`config.mk`:
```
export PLATFORM = sky130hd
export DESIGN_NAME = swap_guard
export DESIGN_NICKNAME = d
export VERILOG_FILES = /design/src/rtl/swap_guard.sv
export SDC_FILE = /design/constraint.sdc
export NUM_CORES = 1
export LEC_CHECK = 0
export BUFFER_PORTS_ARGS = -buffer_cell sky130_fd_sc_hd__buf_2
export CORE_MARGIN = 4
export CORE_UTILIZATION = 60
export CTS_BUF_LIST = sky130_fd_sc_hd__clkbuf_8 sky130_fd_sc_hd__clkbuf_16
export DETAILED_ROUTE_END_ITERATION = 8
export PLACE_DENSITY = 0.88
export SYNTH_ARGS = -nofsm -noshare
export SYNTH_HDL_FRONTEND = slang
export SYNTH_SLANG_ARGS = --single-unit
```
`constraint.sdc`:
```
create_clock -name clk -period 2.97 [get_ports clk]
set_input_delay 0.4455 -clock clk [delete_from_list [all_inputs] [get_ports clk]]
set_output_delay 0.4455 -clock clk [all_outputs]
set_load 0.05 [all_outputs]
```
`src/rtl/swap_guard.sv`:
```
module swap_guard #(
  parameter int QUAL_TICKS = 16384
) (
  input  logic clk,
  input  logic rst_n,
  input  logic tick,
  input  logic uvlo_in,
  input  logic absent_in,
  input  logic vin_ok,
  input  logic meas_done,
  input  logic fail_wr,
  input  logic fail_wdata,
  input  logic uv_wr,
  input  logic uv_wdata,
  input  logic soft_rst,
  input  logic force_inh,
  output logic bat_fail,
  output logic uv_event,
  output logic hold,
  output logic restarting,
  output logic chg_inhibit
);

  localparam int CW = $clog2(QUAL_TICKS + 1);
  localparam logic [CW-1:0] FULL = CW'(QUAL_TICKS);
  localparam logic [CW-1:0] LAST = CW'(QUAL_TICKS - 1);

  logic [1:0] raw;
  logic [1:0] hit;
  logic       boot;
  logic       start;
  logic       cd_arm;

  assign raw = {absent_in, uvlo_in};

  for (genvar g = 0; g < 2; g++) begin : g_filt
    logic [CW-1:0] cnt;
    always_ff @(posedge clk or negedge rst_n) begin
      if (!rst_n)                    cnt <= '0;
      else if (!raw[g])              cnt <= '0;
      else if (tick && cnt != FULL)  cnt <= cnt + 1'b1;
    end
    assign hit[g] = raw[g] & tick & (cnt == LAST);

    assert_cnt_bound_R3: assert property (@(posedge clk) disable iff (!rst_n)
      cnt <= FULL);
  end

  always_ff @(posedge clk or negedge rst_n) begin
    if (!rst_n) begin
      bat_fail <= 1'b0;
      uv_event <= 1'b0;
      hold     <= 1'b0;
    end else begin
      if (hit[1])                                   bat_fail <= 1'b1;
      else if (fail_wr && !fail_wdata && !absent_in) bat_fail <= 1'b0;
      if (hit[0])                                   uv_event <= 1'b1;
      else if (uv_wr && !uv_wdata)                   uv_event <= 1'b0;
      if (|hit)                                     hold <= 1'b1;
      else if (soft_rst)                            hold <= 1'b0;
    end
  end

  assign start = boot | soft_rst;

  always_ff @(posedge clk or negedge rst_n) begin
    if (!rst_n) begin
      boot       <= 1'b1;
      restarting <= 1'b0;
      cd_arm     <= 1'b0;
    end else begin
      boot <= 1'b0;
      if (start) begin
        restarting <= 1'b1;
        cd_arm     <= !absent_in && vin_ok;
      end else if (meas_done) begin
        restarting <= 1'b0;
      end
    end
  end

  assign chg_inhibit = force_inh | (restarting & cd_arm);

  assert_uv_set_R1: assert property (@(posedge clk) disable iff (!rst_n)
    $rose(uv_event) |-> $past(uvlo_in));
  assert_fail_set_R2: assert property (@(posedge clk) disable iff (!rst_n)
    $rose(bat_fail) |-> $past(absent_in));
  assert_fail_clr_R4: assert property (@(posedge clk) disable iff (!rst_n)
    $fell(bat_fail) |-> $past(fail_wr && !fail_wdata && !absent_in));
  assert_uv_clr_R5: assert property (@(posedge clk) disable iff (!rst_n)
    $fell(uv_event) |-> $past(uv_wr && !uv_wdata));
  assert_hold_rel_R7: assert property (@(posedge clk) disable iff (!rst_n)
    $fell(hold) |-> $past(soft_rst));
  assert_restart_end_R8: assert property (@(posedge clk) disable iff (!rst_n)
    $fell(restarting) |-> $past(meas_done));

endmodule

```
Word level (Yosys, flattened, before mapping)
Cells that the tools add are included.
{ "word_totals": {"wordCells": 49, "output_inout_bits": 5, "input_bits": 13, "register_bits": 36} }
{ "op_classes": {"reduce_logical": 14, "n_addsub": 2, "bitwise_logic": 7, "muxes": 12, "eq_ne": 6} }
{ "op_table": {"columns": ["op", "count"], "rows": [
  ["15-bit 2-to-1 mux", 4],
  ["15-bit by 1-bit adder with 15-bit output (second input constant)", 2],
  ["15-bit by 14-bit == test with 1-bit output (second input constant)", 2],
  ["15-bit != test (second input constant)", 2],
  ["1-bit 2-to-1 mux", 8],
  ["2-bit nonzero test", 4],
  ["1-bit logical AND", 6],
  ["1-bit bitwise AND", 5],
  ["2-bit by 1-bit != test with 1-bit output (second input constant)", 2],
  ["1-bit logical NOT", 3],
  ["1-bit bitwise OR", 2],
  ["2-bit OR reduction", 1]
]} }

Longest topological paths before layout
{ "logic_depth": {"word_depth": 5, "ltp_mapped": 6, "mapped_depth_nobuf": 6} }

Least setup slack after synthesis
Ideal clock, no wire load.
{ "synth_path": {"path_kind": "flip-flop to flip-flop", "startpoint": "register g_filt[0].cnt[0]", "endpoint": "register g_filt[0].cnt[10]", "period_less_slack_ns": 1.604, "setup_time_ns": 0.077, "arrival_time_ns": 1.527, "path_slack_ns": 1.366, "stages_incl_launch_ff": 7, "t_required_ns": 2.893, "path_cell_list": "dfrtp_1 > inv_1 > ha_1 > nor4b_1 > a41oi_2 > a31o_2 > a21oi_1"} }
{ "synth_via": {"elab_chain_len": 3} }
{ "synth_rtl": {"columns": ["item", "line_no", "source"], "rows": [
  ["start: declaration", "37", "logic [CW-1:0] cnt;"],
  ["start signal: assignment", "41", "else if (tick && cnt != FULL) cnt <= cnt + 1'b1;"],
  ["15-bit by 1-bit adder with 15-bit output / 15-bit != test (equally long branches)", "41", null],
  ["15-bit 2-to-1 mux / 1-bit logical AND (equally long branches)", "41", null],
  ["15-bit 2-to-1 mux / 2-bit by 1-bit != test with 1-bit output (equally long branches)", null, null]
]} }
Parallel ways exist; a longest one is shown, timed or not. The select of a mux whose other input is x is not followed.
A chain may end at the register's enable or synchronous reset.

Final worst setup path
{ "layout_path": {"startpoint": "register g_filt[0].cnt[1]", "endpoint": "register g_filt[0].cnt[10]"} }
The elaborated chain is that of the path after synthesis.

==> results.md <==
- First-pass GRT wire length: 6450 um
- Critical path peak fanout: 10
- Clk_lat worst skew: 0.29 ns
- Worst Path Arrival: 2.13 ns
- Max Cap Violations: 0
- Mapped Nets: around 220
- Vias in the first global route: about 1400
- GRT Util Overall: 0.201
- Register area share after synthesis: 0.471
- Die ar.: 4160 um^2
- CTS root buf: clkbuf_8
- # port buffers: 17
- PD cells: 466 nW/um^2
- Max Root-Sink Buffers: 2
- Final hold vios: 0
- # IOs: 18
- Synth Register Bits: 36
- Gpl congestion: 0.913
- Post-synth cell types: 37
- Hold Crit Class: input port to asynchronous set/reset pin
- CP max stage cell: dfrtp_1
- Post-Layout Cell Count: 260
- Syn_area_per_cell: ~9.7 um^2
- CTS tree: built
- Count of final setup violators: 0
- Critical Path Start: g_filt[0].cnt[1]$_DFFE_PN0P_
- CTS Hold Bufs: 0
- Initial antenna violation count: 0
- DR vias: 1483
- Status: finished, final reports clean
- Comb pwr share: 0.068
- Resized cells post-CTS: 0
- Hold Slack: roughly 0.22 ns
- Layout Skew: 0.00455 ns
- Setup CP Type: flip-flop to flip-flop
- Slew @ Worst Pin: just under 0.8 ns
- FP Rows: 20
- Reg2reg setup slack: 1.05 ns
- Clock share of power: 0.422
- Fin crit share: 0.645
- Cells after DPL: 252
- Avg Vias per Cell: 5.70
- Max-slew violations: 0
- Layout cells sized above 1: 0.148
- Setup tns final: 0 ns
- Die W: 64.5 um
- Initial drt markers: 102
- Worst setup EP type: flip-flop
- Detailed Place HPWL: approximately 2500 um
- CTS buffer count: 5
- RSZ-0062 raised after global routing: no
- CP cell instances: inv_1 -> ha_1 -> nor4b_1 -> a41oi_2 -> a31o_2 -> a21oi_1
- Largest net degree at the start of global routing: 37
- CP top delay family: compound AO/OA/AOI/OAI gates
- Switch Pwr: 0.000225 W
- Pre-antenna DRT Iters: 4
- Routed Wire Length: 3600 um
- Pint: 0.000767 W
- Max frequency: 522 MHz
- Worst-path clk slew: 0.07 ns
- Post-DRT Antenna Nets: 0
- Utilization after layout: 0.698
- Sw frac: 0.227
- # Post-CTS Setup Buffers: 0
- Clk sinks: 36
- Ant diodes: 0
- Flop pwr share: 0.511
- Initial core utilization: 0.627
- Synthesized instance count: 198
- Max_slew headroom: 0.487
- Syn-to-layout area delta: 11.2%
- Crit-path max cell delay: approximately 0.4 ns
- Core ar.: 3050 um^2
- NumNets Final: 232
- WL/cell: 13.9 um
- DRC: 0
- CP Launch Type: flip-flop
- Synth warnings: 0
- R2R Path Start: g_filt[0].cnt[1]$_DFFE_PN0P_
- Lkg Pwr: 0.970 nW
- Depth of the CTS H-tree: 2
- CP Buf/Inv Count: 1
- Period minus WS final: approximately 1.9 ns
- CP Data Required Time: 3.19 ns
- Die height: 64.5 um
- Remaining Overflow, GRT: 0
- Syn Std Cell Area: 1910 um^2
- Max VDD drop: approximately 0.25 mV
-- metal layers --
layer,vias up,routed length (um),track usage,part of all wire
met4,0,68,0.0871,0.019
met1,718,1740,0.267,0.48
li1,729,-,-,-
met2,31,1650,0.312,0.46
met3,5,149,0.0485,0.041
met5,-,0,0,0
-- state kept, by name, summed over array words and instances (netlist names) --
| name | count |
|---|---|
| g_filt.cnt | 30 |
| bat_fail | 1 |
| boot | 1 |
| cd_arm | 1 |
| hold | 1 |
| restarting | 1 |
| uv_event | 1 |
-- kinds of logic after synthesis --
kind of cell,synth area share
buffers and inverters,0.0405
other,0.00196
DFF,0.471
and+or+nand+nor,0.282
muxes,0.0105
adders and majority gates,0.0261
AOI/OAI and AO/OA,0.0804
xor gates and xnor gates,0.0869
-- final timing paths --
path                       depth (start not counted)                             to
setup / recovery                                   6  g_filt[0].cnt[10]$_DFFE_PN0P_
hold / removal                                     1  g_filt[0].cnt[14]$_DFFE_PN0P_
setup reg to reg                                   6  g_filt[0].cnt[10]$_DFFE_PN0P_
hold reg to reg                                    2           bat_fail$_DFFE_PN0P_
max in group asynchronous                          1   g_filt[0].cnt[5]$_DFFE_PN0P_
min in group clk                                   2         restarting$_DFFE_PN0P_
-- cell type report --
| type | instances | area [um^2] |
|---|---|---|
| Clock inverter | 3 | 38.8 |
| Sequential cell | 36 | 902 |
| Multi-Input combinational cell | 143 | 935 |
| Clock buffer | 5 | 68.8 |
| Timing Repair Buffer | 17 | 85.1 |
| Fill cell | 236 | 923 |
| Inverter | 12 | 45.0 |
| Tap cell | 44 | 55.1 |
-- cells in the final DEF, fill, tap and decap left out --
master     netlist  final
conb_1           1      1
o41ai_1          1      1
nor4b_1          4      4
dfstp_2          1      1
dfrtp_1         35     35
nor3_1           5      5
a21boi_0         2      2
and2_1          10     10
and4_1           3      3
o21ai_0          7      7
buf_2            2     17
nand4_1         13     13
nor2_1          13     13
xnor2_1         13     13
and3_1           6      6
a31o_2           3      3
or3_4            1      1
nand2b_1         5      5
nand3_2          1      1
xor2_1           6      6
a41oi_1          1      1
a41oi_2          1      1
clkinv_2         0      1
a21o_1           1      1
o311ai_0         1      1
mux2i_1          2      2
or3_1            3      3
ha_1             4      4
a21oi_1          4      4
bufinv_16        0      1
nor4_1           3      3
inv_1           12     13
clkbuf_8         0      5
o31ai_1          1      1
nand2_1         18     18
nand4_4          1      1
nand3_1          9      9
-- worst register-to-register path, cell delays in order (launching register included) --
cell and delay [ns]:
dfrtp_1 0.41, inv_1 0.09, ha_1 0.14, nor4b_1 0.40, a41oi_2 0.36, a31o_2 0.33
a21oi_1 0.11
-- synth_stat cells, drive strengths merged --
cell type  instances  area [um^2]
conb               1         3.75
dfstp              1         26.3
inv               12         45.0
a21oi              4         20.0
nand3             10         55.1
a21boi             2         15.0
a21o               1         7.51
nor4               3         18.8
nor3               5         25.0
and3               6         37.5
nand2b             5         31.3
and2              10         62.6
o41ai              1         8.76
or3                4         30.0
mux2i              2         20.0
nand2             18         67.6
buf                4         21.3
o311ai             1         8.76
clkbuf             3         11.3
xnor2             13          114
o31ai              1         7.51
nor2              13         48.8
xor2               6         52.6
dfrtp             35          876
a41oi              2         25.0
nand4             14          103
ha                 4         50.1
and4               3         26.3
a31o               3         26.3
nor4b              4         35.0
o21ai              7         35.0
-- stage by stage --
step / cell area [um^2] / setup slack, ns / total power [W]
2_1_floorplan: 1910 / 1.37 / 0.000555
3_3_place_gp: 2020 / 1.16 / 0.000581
3_5_place_dp: 2020 / 1.13 / 0.000582
4_1_cts: 2130 / 1.08 / 0.00100
5_1_grt: 2130 / 0.882 / 0.00104
6_report: 2130 / 1.05 / 0.000992
-- power groups by stage --
| stage | logic [W] | clock network (W) | registers, W |
|---|---|---|---|
| floorplan | 0.0000387 | 0 | 0.000516 |
| global placement | 0.0000656 | 0 | 0.000515 |
| detailed placement | 0.0000663 | 0 | 0.000516 |
| CTS | 0.0000676 | 0.000429 | 0.000506 |
| global route | 0.0000770 | 0.000454 | 0.000507 |
| finish | 0.0000670 | 0.000418 | 0.000506 |
No activity file was read; power rests on OpenSTA's default activity.
